**src/rtl/wl_pkg.sv**
```systemverilog
package wl_pkg;
    localparam int REG_W = 5;
    localparam int INSN_W = 32;

    localparam logic [5:0] OP_XFORM = 6'd31;
    localparam logic [5:0] OP_DISP = 6'd32;
    localparam logic [5:0] OP_DISP_UPD = 6'd33;
    localparam logic [9:0] XO_IDX = 10'd23;
    localparam logic [9:0] XO_IDX_UPD = 10'd55;

    typedef enum logic [2:0] {
        K_NONE,
        K_DISP,
        K_DISP_UPD,
        K_IDX,
        K_IDX_UPD
    } load_kind_e;

    typedef enum logic [2:0] {
        S_IDLE,
        S_REQ0,
        S_RSP0,
        S_REQ1,
        S_RSP1,
        S_WR_DST,
        S_WR_BASE
    } ctl_state_e;

    typedef struct packed {
        load_kind_e kind;
        logic update;
        logic indexed;
        logic zero_base;
        logic bad_form;
        logic [REG_W-1:0] dst;
        logic [REG_W-1:0] base;
        logic [REG_W-1:0] index;
        logic [15:0] disp;
    } dec_t;
endpackage

```
**src/rtl/wl_decode.sv**
```systemverilog
module wl_decode
    import wl_pkg::*;
(
    input logic [INSN_W-1:0] insn,
    output dec_t dec
);
    logic [5:0] primary;
    logic [9:0] ext;

    // Big-endian bit i sits at vector position 31-i.
    assign primary = insn[31:26];
    assign ext = insn[10:1];

    always_comb begin
        dec = '0;
        dec.dst = insn[25:21];
        dec.base = insn[20:16];
        dec.index = insn[15:11];
        dec.disp = insn[15:0];
        unique case (primary)
            OP_DISP: dec.kind = K_DISP;
            OP_DISP_UPD: dec.kind = K_DISP_UPD;
            OP_XFORM: begin
                if (ext == XO_IDX) dec.kind = K_IDX;
                else if (ext == XO_IDX_UPD) dec.kind = K_IDX_UPD;
                else dec.kind = K_NONE;
            end
            default: dec.kind = K_NONE;
        endcase
        dec.update = (dec.kind == K_DISP_UPD) || (dec.kind == K_IDX_UPD);
        dec.indexed = (dec.kind == K_IDX) || (dec.kind == K_IDX_UPD);
        dec.zero_base = !dec.update && (dec.base == '0);
        dec.bad_form = dec.update && ((dec.base == '0) || (dec.base == dec.dst));
    end
endmodule

```
**src/rtl/wl_agen.sv**
```systemverilog
module wl_agen #(
    parameter int XLEN = 64,
    parameter int EA_W = 32
) (
    input logic zero_base,
    input logic indexed,
    input logic [XLEN-1:0] base_val,
    input logic [XLEN-1:0] index_val,
    input logic [15:0] disp,
    output logic [EA_W-1:0] ea
);
    logic [XLEN-1:0] base_eff;
    logic [XLEN-1:0] addend;
    logic [XLEN-1:0] sum;

    always_comb begin
        base_eff = zero_base ? '0 : base_val;
        addend = indexed ? index_val : {{(XLEN-16){disp[15]}}, disp};
        sum = base_eff + addend;
        ea = sum[EA_W-1:0];
    end
endmodule

```
**src/rtl/wl_merge.sv**
```systemverilog
module wl_merge #(
    parameter int MEM_W = 32,
    localparam int OFF_W = $clog2(MEM_W / 8)
) (
    input logic [MEM_W-1:0] beat_lo,
    input logic [MEM_W-1:0] beat_hi,
    input logic [OFF_W-1:0] offset,
    output logic [MEM_W-1:0] word
);
    logic [2*MEM_W-1:0] pair;
    logic [2*MEM_W-1:0] shifted;

    // The earlier beat holds the lower addresses, so it sits on top.
    always_comb begin
        pair = {beat_lo, beat_hi};
        shifted = pair << (8 * offset);
        word = shifted[2*MEM_W-1 -: MEM_W];
    end
endmodule

```
**src/rtl/wload_unit.sv**
```systemverilog
module wload_unit
    import wl_pkg::*;
#(
    parameter int XLEN = 64,
    parameter int EA_W = 32,
    parameter int MEM_W = 32
) (
    input logic clk,
    input logic rst_n,
    input logic in_valid,
    input logic [INSN_W-1:0] in_insn,
    output logic in_ready,
    output logic [REG_W-1:0] rd_a_idx,
    input logic [XLEN-1:0] rd_a_data,
    output logic [REG_W-1:0] rd_b_idx,
    input logic [XLEN-1:0] rd_b_data,
    output logic mem_req_valid,
    input logic mem_req_ready,
    output logic [EA_W-1:0] mem_req_addr,
    input logic mem_rsp_valid,
    input logic [MEM_W-1:0] mem_rsp_data,
    output logic wr_en,
    output logic [REG_W-1:0] wr_idx,
    output logic [XLEN-1:0] wr_data,
    output logic illegal_form,
    output logic not_handled
);
    localparam int NBYTE = MEM_W / 8;
    localparam int OFF_W = $clog2(NBYTE);

    ctl_state_e state, state_nx;
    dec_t dec;
    logic [EA_W-1:0] ea_comb;
    logic [EA_W-1:0] ea_q;
    logic [REG_W-1:0] dst_q;
    logic [REG_W-1:0] base_q;
    logic upd_q;
    logic [MEM_W-1:0] beat0_q;
    logic [MEM_W-1:0] beat1_q;
    logic [MEM_W-1:0] word;
    logic [EA_W-1:0] word_addr;
    logic misaligned;
    logic accept;

    wl_decode u_dec (
        .insn(in_insn),
        .dec(dec)
    );

    wl_agen #(
        .XLEN(XLEN),
        .EA_W(EA_W)
    ) u_agen (
        .zero_base(dec.zero_base),
        .indexed(dec.indexed),
        .base_val(rd_a_data),
        .index_val(rd_b_data),
        .disp(dec.disp),
        .ea(ea_comb)
    );

    wl_merge #(
        .MEM_W(MEM_W)
    ) u_merge (
        .beat_lo(beat0_q),
        .beat_hi(beat1_q),
        .offset(ea_q[OFF_W-1:0]),
        .word(word)
    );

    assign rd_a_idx = dec.base;
    assign rd_b_idx = dec.index;
    assign accept = (state == S_IDLE) && in_valid && (dec.kind != K_NONE) && !dec.bad_form;
    assign word_addr = {ea_q[EA_W-1:OFF_W], {OFF_W{1'b0}}};
    assign misaligned = (ea_q[OFF_W-1:0] != '0);

    // State register
    always_ff @(posedge clk or negedge rst_n) begin
        if (!rst_n) state <= S_IDLE;
        else state <= state_nx;
    end

    // Next-state logic
    always_comb begin
        state_nx = state;
        unique case (state)
            S_IDLE: if (accept) state_nx = S_REQ0;
            S_REQ0: if (mem_req_ready) state_nx = S_RSP0;
            S_RSP0: if (mem_rsp_valid) state_nx = misaligned ? S_REQ1 : S_WR_DST;
            S_REQ1: if (mem_req_ready) state_nx = S_RSP1;
            S_RSP1: if (mem_rsp_valid) state_nx = S_WR_DST;
            S_WR_DST: state_nx = upd_q ? S_WR_BASE : S_IDLE;
            S_WR_BASE: state_nx = S_IDLE;
            default: state_nx = S_IDLE;
        endcase
    end

    // Datapath captures
    always_ff @(posedge clk or negedge rst_n) begin
        if (!rst_n) begin
            ea_q <= '0;
            dst_q <= '0;
            base_q <= '0;
            upd_q <= 1'b0;
            beat0_q <= '0;
            beat1_q <= '0;
        end else begin
            if (accept) begin
                ea_q <= ea_comb;
                dst_q <= dec.dst;
                base_q <= dec.base;
                upd_q <= dec.update;
                beat1_q <= '0;
            end
            if (state == S_RSP0 && mem_rsp_valid) beat0_q <= mem_rsp_data;
            if (state == S_RSP1 && mem_rsp_valid) beat1_q <= mem_rsp_data;
        end
    end

    // Outputs
    always_comb begin
        in_ready = 1'b0;
        illegal_form = 1'b0;
        not_handled = 1'b0;
        mem_req_valid = 1'b0;
        mem_req_addr = word_addr;
        wr_en = 1'b0;
        wr_idx = dst_q;
        wr_data = {{(XLEN-MEM_W){1'b0}}, word};
        unique case (state)
            S_IDLE: begin
                in_ready = 1'b1;
                not_handled = in_valid && (dec.kind == K_NONE);
                illegal_form = in_valid && (dec.kind != K_NONE) && dec.bad_form;
            end
            S_REQ0: mem_req_valid = 1'b1;
            S_REQ1: begin
                mem_req_valid = 1'b1;
                mem_req_addr = word_addr + EA_W'(NBYTE);
            end
            S_WR_DST: wr_en = 1'b1;
            S_WR_BASE: begin
                wr_en = 1'b1;
                wr_idx = base_q;
                wr_data = {{(XLEN-EA_W){1'b0}}, ea_q};
            end
            default: ;
        endcase
    end
endmodule

```
**config.mk**
```make
export PLATFORM = sky130hd
export DESIGN_NAME = wload_unit
export DESIGN_NICKNAME = d
export VERILOG_FILES = /design/src/rtl/wl_pkg.sv /design/src/rtl/wl_decode.sv /design/src/rtl/wl_agen.sv /design/src/rtl/wl_merge.sv /design/src/rtl/wload_unit.sv
export SDC_FILE = /design/constraint.sdc
export NUM_CORES = 1
export LEC_CHECK = 0
export BUFFER_PORTS_ARGS = -buffer_cell sky130_fd_sc_hd__buf_2
export CORE_UTILIZATION = 52
export CTS_BUF_LIST = sky130_fd_sc_hd__clkbuf_2 sky130_fd_sc_hd__clkbuf_4 sky130_fd_sc_hd__clkbuf_8
export DETAILED_ROUTE_END_ITERATION = 8
export PLACE_DENSITY = 0.83
export SYNTH_ARGS = -nofsm -noshare
export SYNTH_HDL_FRONTEND = slang
export SYNTH_SLANG_ARGS = --single-unit
```
**constraint.sdc**
```tcl
create_clock -name clk -period 2.4 [get_ports clk]
set_input_delay 0.12 -clock clk [delete_from_list [all_inputs] [get_ports clk]]
set_output_delay 0.12 -clock clk [all_outputs]
set_load 0.05 [all_outputs]
```
==> impl_metrics.prom <==
# TYPE chip_impl_metric gauge
chip_impl_info{name="status",value="finished with violations"} 1
chip_impl_info{name="violated_checks",value="setup timing"} 1
chip_impl_metric{name="data_required_time_of_the_critical_path",unit="ns"} 2.64
chip_impl_metric{name="core",unit="um2"} 15400
chip_impl_info{name="timing.critical_path.from_type",value="input pin"} 1
chip_impl_metric{name="smallest_hold_slack",unit="ns"} 0.0172
chip_impl_metric{name="r2r.worst_path.cells",unit=""} 9
chip_impl_info{name="timing.critical_path.mode_cell",value="sky130_fd_sc_hd__buf_4"} 1
chip_impl_metric{name="yosysSeqAreaShare",unit="%"} 30.6
chip_impl_metric{name="finish.instance_area",unit="um2"} 12600
chip_impl_metric{name="drt_first_pass_iters",unit=""} 6
chip_impl_metric{name="cts-htree-levels",unit=""} 3
chip_impl_metric{name="clock_latency",unit="ns"} 0.37
chip_impl_metric{name="synth-edff-count",unit=""} 0
chip_impl_metric{name="placement_rows",unit=""} 45
chip_impl_metric{name="io_pins",unit=""} 313
chip_impl_info{name="synth_top_cell_by_area",value="sky130_fd_sc_hd__dfrtp_1"} 1
chip_impl_metric{name="fmax",unit="MHz"} 286
chip_impl_info{name="worstReg2RegStart",value="state[2]"} 1
chip_impl_metric{name="max_slew.worst_pin.slew",unit="ns"} 0.711
chip_impl_metric{name="via_per_inst",unit=""} 5.82
chip_impl_metric{name="cts_inserted_buffers",unit=""} 9
chip_impl_metric{name="die_y",unit="um"} 129
chip_impl_metric{name="overall_power",unit="mW"} 12.9
chip_impl_metric{name="clk_path_buf_depth",unit=""} 2
chip_impl_metric{name="antenna_cells_inserted",unit=""} 0
chip_impl_info{name="grt_setup_unrepaired",value="true"} 1
chip_impl_metric{name="maximum_number_of_pins_on_one_net_before_global_route_repair",unit=""} 66
chip_impl_metric{name="antenna_violations_before_repair",unit=""} 0
chip_impl_info{name="class_of_the_most_critical_setup_path",value="in2reg"} 1
chip_impl_metric{name="arrival",unit="ns"} 3.73
chip_impl_metric{name="num_vias",unit=""} 9456
chip_impl_info{name="synth.top_cells.by_count",value="sky130_fd_sc_hd__nand2_1, sky130_fd_sc_hd__dfrtp_1, sky130_fd_sc_hd__o21ai_0"} 1
chip_impl_info{name="synth_ff_type",value="sky130_fd_sc_hd__dfrtp_1"} 1
chip_impl_metric{name="wl",unit="um"} 30900
chip_impl_metric{name="setup.reg_to_reg.worst_slack",unit="ns"} -0.12
chip_impl_metric{name="fraction_of_layout_instances_using_a_drive_strength_above_1",unit="%"} 44.9
chip_impl_metric{name="place_area",unit="um2"} 10800
chip_impl_metric{name="worstHoldPathCells",unit=""} 2
chip_impl_metric{name="cp_max_fo",unit=""} 6
chip_impl_metric{name="synthesis.instances",unit=""} 1024
chip_impl_metric{name="ys_warn_count",unit=""} 0
chip_impl_metric{name="final_max_slew_viol_count",unit=""} 0
chip_impl_info{name="min_delay_startpoint",value="in_insn[23]"} 1
chip_impl_metric{name="slowest_delay",unit="ns"} 0.54
chip_impl_info{name="critical_path.top_delay_family",value="simple AND/OR/NAND/NOR gates"} 1
chip_impl_metric{name="nFillCells",unit=""} 907
chip_impl_metric{name="syn_area_per_cell",unit="um2"} 8.14
chip_impl_metric{name="power.ir.vdd_worst",unit="uV"} 953
chip_impl_metric{name="power_per_cell_area",unit="nW/um2"} 1020
chip_impl_info{name="synth.most_common_cell",value="sky130_fd_sc_hd__nand2_1"} 1
chip_impl_metric{name="async_set_or_reset_register_ratio_after_synthesis",unit="%"} 100
chip_impl_info{name="cp_cell_sequence",value="buf_8 -> nor4b_4 -> nand4_1 -> or4_1 -> buf_6 -> buf_4 -> mux2_4 -> ha_4 -> a21o_1 -> a21oi_2 -> nor2b_1 -> or4b_4 -> o31ai_4 -> buf_4 -> xor2_1 -> o21ai_1"} 1
chip_impl_metric{name="routed_wire_length_per_instance",unit="um"} 19.0
chip_impl_metric{name="clock-sinks",unit=""} 102
chip_impl_metric{name="timing.final.hold_violations",unit=""} 0
chip_impl_info{name="ctsRootBufferMaster",value="sky130_fd_sc_hd__clkbuf_8"} 1
chip_impl_metric{name="grt_pass1_wl",unit="um"} 41800
chip_impl_metric{name="fin_crit",unit="ns"} 3.49
chip_impl_metric{name="finClkSkew",unit="ns"} 0.00747
chip_impl_metric{name="regArea",unit="um2"} 2560
chip_impl_info{name="synth.area.top_cells",value="sky130_fd_sc_hd__dfrtp_1, sky130_fd_sc_hd__nand2_1, sky130_fd_sc_hd__mux2_2, sky130_fd_sc_hd__o21ai_0, sky130_fd_sc_hd__ha_1"} 1
chip_impl_metric{name="final_net_count",unit=""} 1641
chip_impl_metric{name="netlist_area",unit="um2"} 8330
chip_impl_metric{name="area_grow_syn2layout",unit="%"} 50.9
chip_impl_metric{name="detailedRoute.firstIterationViolations",unit=""} 809
chip_impl_metric{name="crit_buf_inv",unit=""} 4
chip_impl_metric{name="multiInputGateArea",unit="um2"} 6290
chip_impl_metric{name="first_global_vias",unit=""} 8404
chip_impl_metric{name="portBuffers",unit=""} 214
chip_impl_metric{name="synth-seq-cells",unit=""} 102
chip_impl_metric{name="floorplan.die_area",unit="um2"} 16500
chip_impl_metric{name="global_route.overflow_total",unit=""} 0
chip_impl_metric{name="timing.slew.headroom",unit="%"} 52.6
chip_impl_metric{name="floorplan.initialDensity",unit="%"} 54.0
chip_impl_metric{name="netlist-cell-type-count",unit=""} 59
chip_impl_metric{name="drc",unit=""} 0
chip_impl_metric{name="clkTransAtPathRegs",unit="ns"} 0.09
chip_impl_metric{name="grt_usage",unit="%"} 31.8
chip_impl_metric{name="static-leakage-power",unit="nW"} 6.20
chip_impl_info{name="tritoncts",value="yes"} 1
chip_impl_metric{name="timing.final.crit_share",unit="%"} 146
chip_impl_metric{name="chipWidth",unit="um"} 129
chip_impl_info{name="r2r_end",value="ea_q[18]"} 1
chip_impl_metric{name="detailedPlacementHpwl",unit="um"} 19600
chip_impl_info{name="hold-path-endpoint",value="dst_q[2]"} 1
chip_impl_info{name="hold_path_class",value="in2reg"} 1
chip_impl_metric{name="postRouteAntennaNets",unit=""} 0
chip_impl_metric{name="yosysTopAreaCellShare",unit="%"} 30.6
chip_impl_info{name="crit_slowest_cell",value="sky130_fd_sc_hd__or4_1"} 1
chip_impl_metric{name="setup_violations",unit=""} 80
chip_impl_metric{name="setup_ws",unit="ns"} -1.09
chip_impl_metric{name="finalWeightedCongestion",unit=""} 0.945
chip_impl_info{name="timing.critical_path.to_type",value="flip-flop"} 1
chip_impl_metric{name="drv_cap",unit=""} 0
[worst register-to-register path: cells and delay by family (launching register included)]
kind | cells | cell delay, ns
simple gates | 3 | 0.50
flops | 1 | 0.42
compound gates | 3 | 0.97
buf+inv | 3 | 0.52
[worst max-delay path by stage]
stage / startpoint / end / depth (start not counted)
5_1_grt: in_insn[7] / ea_q[20] / 18
2_1_floorplan: in_insn[7] / ea_q[18] / 16
3_3_place_gp: in_insn[7] / ea_q[18] / 17
3_5_place_dp: in_insn[7] / ea_q[31] / 18
6_report: in_insn[7] / ea_q[20] / 16
4_1_cts: in_insn[7] / ea_q[18] / 15
[placed cells by master, fill, tap and decap left out, drive strengths merged, types with 5 or more instances in the layout]
cell type,netlist,routed
mux2,69,69
o31ai,8,8
nor2b,37,37
dfrtp,102,102
clkbuf,47,15
o21a,5,5
a21o,30,30
o21ai,84,84
xnor2,38,38
and3,12,12
nand2,208,208
conb,1,34
xor2,23,23
ha,32,32
nand2b,8,8
nand4,6,6
dlygate4sd3,0,38
inv,10,10
mux2i,33,33
a211oi,5,5
nor3,13,13
a21oi,45,45
buf,57,405
nor2,45,45
nand3,46,46
a31oi,8,8
[timing repair]
action	CTS	global route
pin swaps	33	60
resized for setup	76	133
endpoints found under the setup margin	48	89
hold buffers	38	0
gates cloned	1	2
endpoints found under the hold margin	99	0
buffers inserted	17	25
[per-stage QoR]
stage	instances	setup TNS [ns]	worst slack, ns	utilization (%)
after floorplan	1057	-25.81	-1.22	-
final	1626	-24.73	-1.09	81.5
after CTS	1599	-18.08	-0.808	76.5
after global placement	1529	-40.83	-1.29	70.2
after detailed placement	1529	-46.01	-1.45	70.2
after global routing	1626	-32.41	-1.17	81.5
[power by group]
group	internal [mW]	switching (mW)	total (mW)	leakage [nW]
Combinational	2.91	5.45	8.37	4.80
Sequential	2.45	0.808	3.26	1.29
Clock	0.636	0.592	1.23	0.115
[final cells by class]
cell class	instances	area share (%)
clock buffer	11	1.20
clock inverter	4	0.557
multi-input combinational	841	50.0
tap	211	2.10
inverter	10	0.299
sequential	102	20.4
timing repair buffer	447	25.4
[registers in the layout, summed over array words and instances (netlist names)]
| name | count |
|---|---|
| base_q | 5 |
| beat0_q | 32 |
| beat1_q | 24 |
| dst_q | 5 |
| ea_q | 32 |
| state | 3 |
| upd_q | 1 |
[cell families after synthesis]
logic type,share of synthesized area [%]
compound gates,15.6
fa+ha+maj,5.05
xor+xnor,6.41
buf+inv,7.18
flops,30.6
simple gates,21.8
mux,13.3
other cells,0.0450
[metal layers]
metal | vias up | wire length [um] | global-route usage (%) | part of all wire [%]
met1 | 4515 | 11900 | 41.1 | 38
met5 | - | 0 | 0 | 0
li1 | 4249 | - | - | -
met4 | 0 | 1570 | 12.7 | 5.1
met3 | 139 | 2050 | 4.32 | 6.6
met2 | 553 | 15400 | 53.8 | 50
(Power assumes the default switching activity.)
